--- src/rtl/iack_pkg.sv ---
package iack_pkg;
   // Way in which the current acknowledge sample ends the cycle
   typedef enum logic [1:0] {
      TERM_NONE = 2'd0,
      TERM_BUS  = 2'd1,
      TERM_AUTO = 2'd2
   } term_kind_e;
endpackage

--- src/rtl/iack_level_decode.sv ---
module iack_level_decode #(
   parameter int LEVEL_W    = 3,
   parameter int NUM_LEVELS = 7
) (
   input  logic                  clk,
   input  logic                  rst_n,
   input  logic                  ack_cycle,
   input  logic [LEVEL_W-1:0]    ack_level,
   output logic                  cycle_live,
   output logic [NUM_LEVELS-1:0] strobe_q
);
   // level 0 never opens a cycle
   assign cycle_live = ack_cycle && (ack_level != '0);

   for (genvar k = 0; k < NUM_LEVELS; k++) begin : g_lvl
      always_ff @(posedge clk or negedge rst_n) begin
         if (!rst_n) strobe_q[k] <= 1'b0;
         else        strobe_q[k] <= cycle_live && (ack_level == LEVEL_W'(k + 1));
      end
   end
endmodule

--- src/rtl/iack_term_detect.sv ---
module iack_term_detect
   import iack_pkg::*;
#(
   parameter int LEVEL_W    = 3,
   parameter int NUM_LEVELS = 7,
   parameter int DSACK_W    = 2
) (
   input  logic                  cycle_live,
   input  logic [LEVEL_W-1:0]    ack_level,
   input  logic [DSACK_W-1:0]    dsack_n,
   input  logic                  avec_pin_n_i,
   input  logic                  pin_is_ack5,
   input  logic [NUM_LEVELS-1:0] auto_en,
   output term_kind_e            kind
);
   logic forced_hit;
   logic pin_hit;
   logic bus_hit;

   always_comb begin
      forced_hit = 1'b0;
      for (int k = 0; k < NUM_LEVELS; k++) begin
         if (ack_level == LEVEL_W'(k + 1) && auto_en[k]) forced_hit = 1'b1;
      end
   end

   // pin counts as an autovector input only in its input role
   assign pin_hit = !pin_is_ack5 && !avec_pin_n_i;
   assign bus_hit = !(&dsack_n);

   always_comb begin
      if (!cycle_live)                kind = TERM_NONE;
      else if (forced_hit || pin_hit) kind = TERM_AUTO;
      else if (bus_hit)               kind = TERM_BUS;
      else                            kind = TERM_NONE;
   end
endmodule

--- src/rtl/iack_vector_reg.sv ---
module iack_vector_reg
   import iack_pkg::*;
#(
   parameter int LEVEL_W   = 3,
   parameter int VEC_W     = 8,
   parameter int DATA_W    = 16,
   parameter int AVEC_BASE = 24
) (
   input  logic               clk,
   input  logic               rst_n,
   input  logic               ack_cycle,
   input  term_kind_e         kind,
   input  logic [LEVEL_W-1:0] ack_level,
   input  logic [DATA_W-1:0]  bus_data,
   output logic [VEC_W-1:0]   vector,
   output logic               vector_valid
);
   localparam logic [VEC_W-1:0] BASE = VEC_W'(AVEC_BASE);

   logic done_q;
   logic fire;

   assign fire = (kind != TERM_NONE) && !done_q;

   always_ff @(posedge clk or negedge rst_n) begin
      if (!rst_n) begin
         done_q       <= 1'b0;
         vector_valid <= 1'b0;
         vector       <= '0;
      end else begin
         vector_valid <= fire;
         if (!ack_cycle) done_q <= 1'b0;
         else if (fire)  done_q <= 1'b1;
         if (fire) begin
            if (kind == TERM_AUTO) vector <= BASE + VEC_W'(ack_level);
            else                   vector <= bus_data[VEC_W-1:0];
         end
      end
   end
endmodule

--- src/rtl/iack_vector_resolver.sv ---
module iack_vector_resolver
   import iack_pkg::*;
#(
   parameter int LEVEL_W      = 3,
   parameter int NUM_LEVELS   = 7,
   parameter int VEC_W        = 8,
   parameter int DATA_W       = 16,
   parameter int DSACK_W      = 2,
   parameter int AVEC_BASE    = 24,
   parameter int SHARED_LEVEL = 5
) (
   input  logic                  clk,
   input  logic                  rst_n,
   input  logic                  ack_cycle,
   input  logic [LEVEL_W-1:0]    ack_level,
   input  logic [DATA_W-1:0]     bus_data,
   input  logic [DSACK_W-1:0]    dsack_n,
   input  logic                  avec_pin_n_i,
   input  logic                  pin_is_ack5,
   input  logic [NUM_LEVELS-1:0] auto_en,
   output logic [VEC_W-1:0]      vector,
   output logic                  vector_valid,
   output logic [NUM_LEVELS-1:0] iack_n,
   output logic                  avec_pin_n_o,
   output logic                  avec_pin_oe
);
   localparam int MAX_LEVEL = (1 << LEVEL_W) - 1;
   localparam int TOP_VEC   = AVEC_BASE + NUM_LEVELS;

   if (NUM_LEVELS > MAX_LEVEL) begin : g_bad_levels
      $error("NUM_LEVELS exceeds what LEVEL_W can encode");
   end
   if (TOP_VEC >= (1 << VEC_W)) begin : g_bad_base
      $error("autovector range does not fit VEC_W");
   end
   if (SHARED_LEVEL < 1 || SHARED_LEVEL > NUM_LEVELS) begin : g_bad_shared
      $error("SHARED_LEVEL outside 1..NUM_LEVELS");
   end
   if (DATA_W < VEC_W) begin : g_bad_data
      $error("DATA_W narrower than VEC_W");
   end

   logic                  cycle_live;
   logic [NUM_LEVELS-1:0] strobe_q;
   term_kind_e            kind;

   iack_level_decode #(
      .LEVEL_W   (LEVEL_W),
      .NUM_LEVELS(NUM_LEVELS)
   ) u_decode (
      .clk       (clk),
      .rst_n     (rst_n),
      .ack_cycle (ack_cycle),
      .ack_level (ack_level),
      .cycle_live(cycle_live),
      .strobe_q  (strobe_q)
   );

   iack_term_detect #(
      .LEVEL_W   (LEVEL_W),
      .NUM_LEVELS(NUM_LEVELS),
      .DSACK_W   (DSACK_W)
   ) u_term (
      .cycle_live  (cycle_live),
      .ack_level   (ack_level),
      .dsack_n     (dsack_n),
      .avec_pin_n_i(avec_pin_n_i),
      .pin_is_ack5 (pin_is_ack5),
      .auto_en     (auto_en),
      .kind        (kind)
   );

   iack_vector_reg #(
      .LEVEL_W  (LEVEL_W),
      .VEC_W    (VEC_W),
      .DATA_W   (DATA_W),
      .AVEC_BASE(AVEC_BASE)
   ) u_vec (
      .clk         (clk),
      .rst_n       (rst_n),
      .ack_cycle   (ack_cycle),
      .kind        (kind),
      .ack_level   (ack_level),
      .bus_data    (bus_data),
      .vector      (vector),
      .vector_valid(vector_valid)
   );

   assign iack_n       = ~strobe_q;
   // pin is driven only in its acknowledge-output role
   assign avec_pin_oe  = pin_is_ack5;
   assign avec_pin_n_o = ~(pin_is_ack5 && strobe_q[SHARED_LEVEL-1]);
endmodule

--- config.mk ---
export PLATFORM = sky130hd
export DESIGN_NAME = iack_vector_resolver
export DESIGN_NICKNAME = d
export VERILOG_FILES = /design/src/rtl/iack_pkg.sv /design/src/rtl/iack_level_decode.sv /design/src/rtl/iack_term_detect.sv /design/src/rtl/iack_vector_reg.sv /design/src/rtl/iack_vector_resolver.sv
export SDC_FILE = /design/constraint.sdc
export NUM_CORES = 1
export LEC_CHECK = 0
export ABC_AREA = 0
export BUFFER_PORTS_ARGS = -buffer_cell sky130_fd_sc_hd__buf_2
export CELL_PAD_IN_SITES_DETAIL_PLACEMENT = 1
export CELL_PAD_IN_SITES_GLOBAL_PLACEMENT = 1
export CORE_MARGIN = 4
export CORE_UTILIZATION = 23
export CTS_CLUSTER_SIZE = 40
export DETAILED_ROUTE_END_ITERATION = 12
export GPL_TIMING_DRIVEN = 0
export HOLD_SLACK_MARGIN = 0.08
export PLACE_DENSITY_LB_ADDON = 0.1
export SLEW_MARGIN = 20
export SYNTH_ARGS = -nofsm -noshare
export SYNTH_HDL_FRONTEND = slang
export SYNTH_HIERARCHICAL = 1
export SYNTH_SLANG_ARGS = --single-unit
--- constraint.sdc ---
create_clock -name clk -period 1.3 [get_ports clk]
set_clock_uncertainty 0.05 [all_clocks]
set_input_delay 0.13 -clock clk [delete_from_list [all_inputs] [get_ports clk]]
set_output_delay 0.13 -clock clk [all_outputs]
set_load 0.02 [all_outputs]
# Word level (Yosys, flattened, before mapping)
# Index checks and enable logic that the tools add are counted.
[op_classes]
n_addsub = 1
n_eq_ne = 9
n_mux = 13
bitwise_logic = 2
reduce_logical = 25
[ops]
columns = ["cell", "n"]
rows = [
  ["1-bit logical AND", 18],
  ["3-bit == test, second input constant", 4],
  ["1-bit 2-to-1 mux", 10],
  ["8-bit 2-to-1 mux", 1],
  ["7-bit inverter", 1],
  ["5-bit by 3-bit adder with 6-bit output, first input constant", 1],
  ["3-bit by 2-bit == test with 1-bit output, second input constant", 2],
  ["2-bit 2-to-1 mux", 2],
  ["3-bit by 1-bit == test with 1-bit output, second input constant", 1],
  ["1-bit zero test", 3],
  ["3-bit nonzero test", 1],
  ["2-bit == test, second input constant", 1],
  ["2-bit by 1-bit != test with 1-bit output, second input constant", 1],
  ["2-bit AND reduction", 1],
  ["2-bit nonzero test", 1],
  ["1-bit logical OR", 1],
  ["1-bit inverter", 1],
]
[word_totals]
ff_bits = 17

# Logic depth before layout (Yosys ltp)
[depth]
ltp_word = 16
mapped_depth = 7

# By module
# The synthesis kept the hierarchy.
[modules_own_cells]
columns = ["module", "n_inst", "cells_each", "area_each_um2"]
rows = [
  ["iack_vector_reg", 1, 35, 431.7],
  ["iack_level_decode", 1, 15, 264.0],
  ["iack_term_detect", 1, 9, 82.6],
  ["iack_vector_resolver", 1, 9, 37.5],
]

# Least setup slack after synthesis
# No wires, ideal clock.
[synth_timing]
path_kind = "input port to flip-flop"
start = "in ack_level[1]"
end = "reg u_vec.vector[3]"
setup_ps = 121
arrival_ps = 1444
required_time_ps = 1129
slack_ps = -316
cell_stages = 7
n_path_buf = 0
cell_sequence = "mux2i_1 mux4_2 and4_1 or2_4 nand2b_4 inv_2 o22a_1"
[synth_between]
elab_chain_cells = 14
elab_cells_between_ends = 31
cone_classes = "add/sub (1); eq/ne (8); mux (10); reduce/logical (12)"
[synth_lines]
columns = ["element", "line", "text"]
rows = [
  ["from (decl)", "iack_vector_resolver.sv:15", "input logic [LEVEL_W-1:0] ack_level,"],
  ["3-bit by 1-bit == test with 1-bit output", "iack_term_detect.sv:23", "if (ack_level == LEVEL_W'(k + 1) && auto_en[k]) forced_hit = 1'b1;"],
  ["1-bit logical AND", "iack_term_detect.sv:23", ""],
  ["1-bit 2-to-1 mux (7 in a row)", "iack_term_detect.sv:23", ""],
  ["1-bit logical OR", "iack_term_detect.sv:33", "else if (forced_hit || pin_hit) kind = TERM_AUTO;"],
  ["2-bit 2-to-1 mux", "iack_term_detect.sv:33", ""],
  ["2-bit 2-to-1 mux (*)", "iack_term_detect.sv:32", "if (!cycle_live) kind = TERM_NONE;"],
  ["via kind[0]", "iack_vector_resolver.sv:45", "term_kind_e kind;"],
  ["2-bit nonzero test (*)", "iack_vector_reg.sv:23", "assign fire = (kind != TERM_NONE) && !done_q;"],
  ["1-bit logical AND (*)", "iack_vector_reg.sv:23", ""],
  ["via u_vec.fire", "iack_vector_reg.sv:21", "logic fire;"],
  ["to (signal assigned)", "iack_vector_reg.sv:35", "if (kind == TERM_AUTO) vector <= BASE + VEC_W'(ack_level);"],
  ["to (signal assigned)", "iack_vector_reg.sv:36", "else vector <= bus_data[VEC_W-1:0];"],
  ["to (decl)", "iack_vector_reg.sv:15", "output logic [VEC_W-1:0] vector,"],
]
# Mark *: on every way through the listed nets, which the timed path passes. The rest lies on a longest branch.
# A chain may end at the register's enable or synchronous reset.

# Worst setup path after layout
[layout_timing]
start = "in ack_level[1]"
end = "reg u_vec.vector[5]"
[layout_between]
elab_chain_cells = 14
elab_cells_between_ends = 31
cone_classes = "add/sub (1); eq/ne (8); mux (10); reduce/logical (12)"
[layout_lines]
columns = ["element", "line"]
rows = [
  ["3-bit by 1-bit == test with 1-bit output", "iack_term_detect.sv:23"],
  ["1-bit logical AND", "iack_term_detect.sv:23"],
  ["1-bit 2-to-1 mux (7 in a row)", "iack_term_detect.sv:23"],
  ["1-bit logical OR", "iack_term_detect.sv:33"],
  ["2-bit 2-to-1 mux", "iack_term_detect.sv:33"],
  ["2-bit 2-to-1 mux (*)", "iack_term_detect.sv:32"],
  ["via kind[1]", "iack_vector_resolver.sv:45"],
  ["2-bit == test / 2-bit nonzero test (equally long branches)", "iack_vector_reg.sv:35, iack_vector_reg.sv:23"],
  ["8-bit 2-to-1 mux / 1-bit logical AND (equally long branches)", "iack_vector_reg.sv:35, iack_vector_reg.sv:23"],
]
# Marked as above.

==> results.md <==
- Gr ovfl total: 0
- Hold Violations, Final: 0
- Failing checks: setup timing
- Pint: 940.1 uW
- Worst EP required: 1.43 ns
- Post-synth net total: between 100 and 150
- Inserted Diodes: 0
- Setup WS pre-CTS: -0.6314 ns
- Setup TNS: -1.180 ns
- HP Start: bus_data[2]
- TritonCTS Sinks: 17
- Row Count: 21
- Seq pwr share: 46.4%
- DRC: 0
- First-pass GRT wire length: 3532 um
- Hold crit path type: in -> reg
- Fin crit share: 113.3%
- Placer Congestion: 0.6737
- Net count reported at finish: 159
- CP top delay family: multiplexers
- Clock buffer count from CTS: 3
- Total track usage: 10.50%
- Initial cell density of the core: 24.07%
- Yosys top cell area share: 52.15%
- Detailed placer's ending HPWL: 1657 um
- Crit. Startpoint: ack_level[1]
- Die Area: 4564 um^2
- Critical path endpoint category: flip-flop
- Lkg Pwr: 0.5990 nW
- Max stage delay on crit path: slightly below 0.5 ns
- Core Area: 3390 um^2
- Via count: 727
- Syn_area_per_cell: 12.00 um^2
- Initial antenna violation count: 0
- Cell Area, Placed: approximately 1100 um^2
- Fillers: 389
- Violation count after the first detailed-routing iteration: 7
- Max_slew headroom: approximately three quarters
- Port Buffers: 42
- CP Max Fanout: 6
- Critical path buffers and inverters: 2
- Pwr/cell area: approximately 1100 nW/um^2
- Clock Tree Buf Depth: 2
- Area grow syn2layout: 52.45%
- Tot Pwr: 1.391 mW
- Max-Cap Viols: 0
- Sw Ratio: 32.39%
- Vias in the first global route: 779
- Mapped cell area: 815.8 um^2
- Worst setup SP type: input pin
- Post-route setup slack: -0.1732 ns
- Worst-Skew Late Latency: 0.28 ns
- Most common cell in the netlist: dfrtp_1
- Seq/Total Area, Yosys: 52.15%
- Die Height: 67.56 um
- Via density: 4.251
- Clock power share: 19.9%
- Gate power share: 33.7%
- Layout cells sized above 1: 52.00%
- DRT Pass-1 Iters: 2
- VDD IR max: approximately 0.24 mV
- Largest net degree at the start of global routing: 18
- Worst Path Arrival: between 1.5 and 2 ns
- Clock Tree Root: clkbuf_4
- Worst path slowest cell: mux4_2
- Synth cell types: 28
- Main synth FF type: dfrtp_1
- H-tree depth: 1
- Crit path cell chain: buf_12, mux2i_1, mux4_2, buf_4, a21boi_2, or2_4, nand2b_4, a22o_1
- Drt total wl: 2257 um
- Slew at the pin closest to its max-slew limit: between 0.3 and 0.4 ns
- CTS tree: built
- Warnings from Yosys: 6
- Wire per inst: 13.20 um
- Antenna Nets Post-Route: 0
- Worst-path clk slew: 0.10 ns
- RSZ-0062 raised after global routing: true
- Finish-stage setup viols: 9
- Reg2reg start: u_vec/done_q
- Flops & latches, synth: 17
- Async set-reset flop share out of synthesis: 100.0%
- Setup CP Type: in -> reg
- Hold WS: 0.09634 ns
- Die width: 67.56 um
- FMAX: 0.6788 GHz
- Final Slew Violations: 0
- Number of flops mapped to enable cells by yosys: 0
- Commonest cells post-synth: dfrtp_1 (17), inv_1 (7), nor2b_1 (4)
- Post-route cell area: 1244 um^2
- Largest cells by area after synthesis: dfrtp_1 (52%), mux2i_1 (3.7%), inv_1 (3.2%)
- Cell taking the most area after synthesis: dfrtp_1
- # IOs: 51
- Tmin final: 1.473 ns
- Status: finished, violations left
- Post-Syn Instances: 68
- P_sw: 450.5 uW
==> metal layers <==
layer  vias up  GRT usage [%]  part of all wire (%)
met4         0          4.557                   1.2
met1       334          12.78                    40
met5         -              0                     0
met2        31          17.25                    50
li1        360              -                     -
met3         2          2.829                   9.2
==> registers in the layout (all words and copies together), names as in the netlist <==
register	flops
u_vec/vector	8
u_vec/done_q	1
u_decode/strobe_q	7
u_vec/vector_valid	1
==> per-stage QoR <==
step                      util [%]  instances
final                        36.69        171
after global routing         36.69        171
after CTS                    36.54        171
after detailed placement     31.97        156
after global placement       31.97        156
after floorplan                  -         68
==> power by group through the flow <==
stage / logic (mW) / registers, mW / clock network (mW)
6_report: 0.469 / 0.646 / 0.276
5_1_grt: 0.508 / 0.656 / 0.330
2_1_floorplan: 0.166 / 0.738 / 0
4_1_cts: 0.469 / 0.647 / 0.304
3_3_place_gp: 0.415 / 0.652 / 0
3_5_place_dp: 0.423 / 0.657 / 0
==> logic make-up (layout without fill, tap and decap cells) <==
logic type	Yosys count	after routing	synth area share, %
muxes	4	4	6.442
AOI/OAI and AO/OA	14	14	13.35
DFF	17	17	52.15
and+or+nand+nor	23	23	22.09
buffers and inverters	10	67	5.982
==> placed cells by master (no fill, tap or decap), drive strengths merged <==
cell type    Yosys  layout
or2              2       2
o31a             1       1
a22o             3       3
and4bb           3       3
or2b             1       1
a211oi           3       3
buf              2      48
mux2i            3       3
mux4             1       1
o22ai            3       3
o22a             2       2
nor2             3       3
nand2            3       3
dlygate4sd3      0       7
dfrtp           17      17
nor2b            4       4
a21boi           1       1
inv              8       8
and4b            3       3
and2b            1       1
clkbuf           0       4
o21a             1       1
nand2b           1       1
and4             2       2
==> layout make-up <==
| cell class | instances | area, um^2 | share of cell area [%] |
|---|---|---|---|
| Sequential cell | 17 | 425.4 | 34.21 |
| Multi-Input combinational cell | 41 | 357.8 | 28.77 |
| Timing Repair Buffer | 53 | 327.8 | 26.36 |
| Tap cell | 46 | 57.56 | 4.628 |
| Inverter | 8 | 30.03 | 2.414 |
| Clock buffer | 4 | 26.28 | 2.113 |
| Buffer | 2 | 18.77 | 1.509 |
==> worst reg2reg max path, stage by stage, from the launching register on <==
cell and delay (ns):
dfrtp_1 0.38, buf_6 0.13, or2b_1 0.29, o22ai_1 0.19, a211oi_2 0.05
==> worst paths after layout <==
path                                   endpoint  slack, ns  cells past startpoint
max in group asynchronous       u_vec/vector[0]       0.67                      2
worst min register to register  u_vec/vector[4]       0.46                      1
worst min-delay path            u_vec/vector[2]        0.1                      3
worst max register to register  u_vec/vector[0]       0.09                      4
worst max-delay path            u_vec/vector[5]      -0.17                      8
min in group asynchronous       u_vec/vector[5]       0.25                      2
==> what timing repair did <==
action,4_1_cts,5_1_grt
hold buffers,7,0
endpoints found under the hold margin,23,0
pin swaps,3,4
setup endpoints to repair,10,10
setup buffers,4,0
resized for setup,8,1
Power figures use the tool's default switching activity.
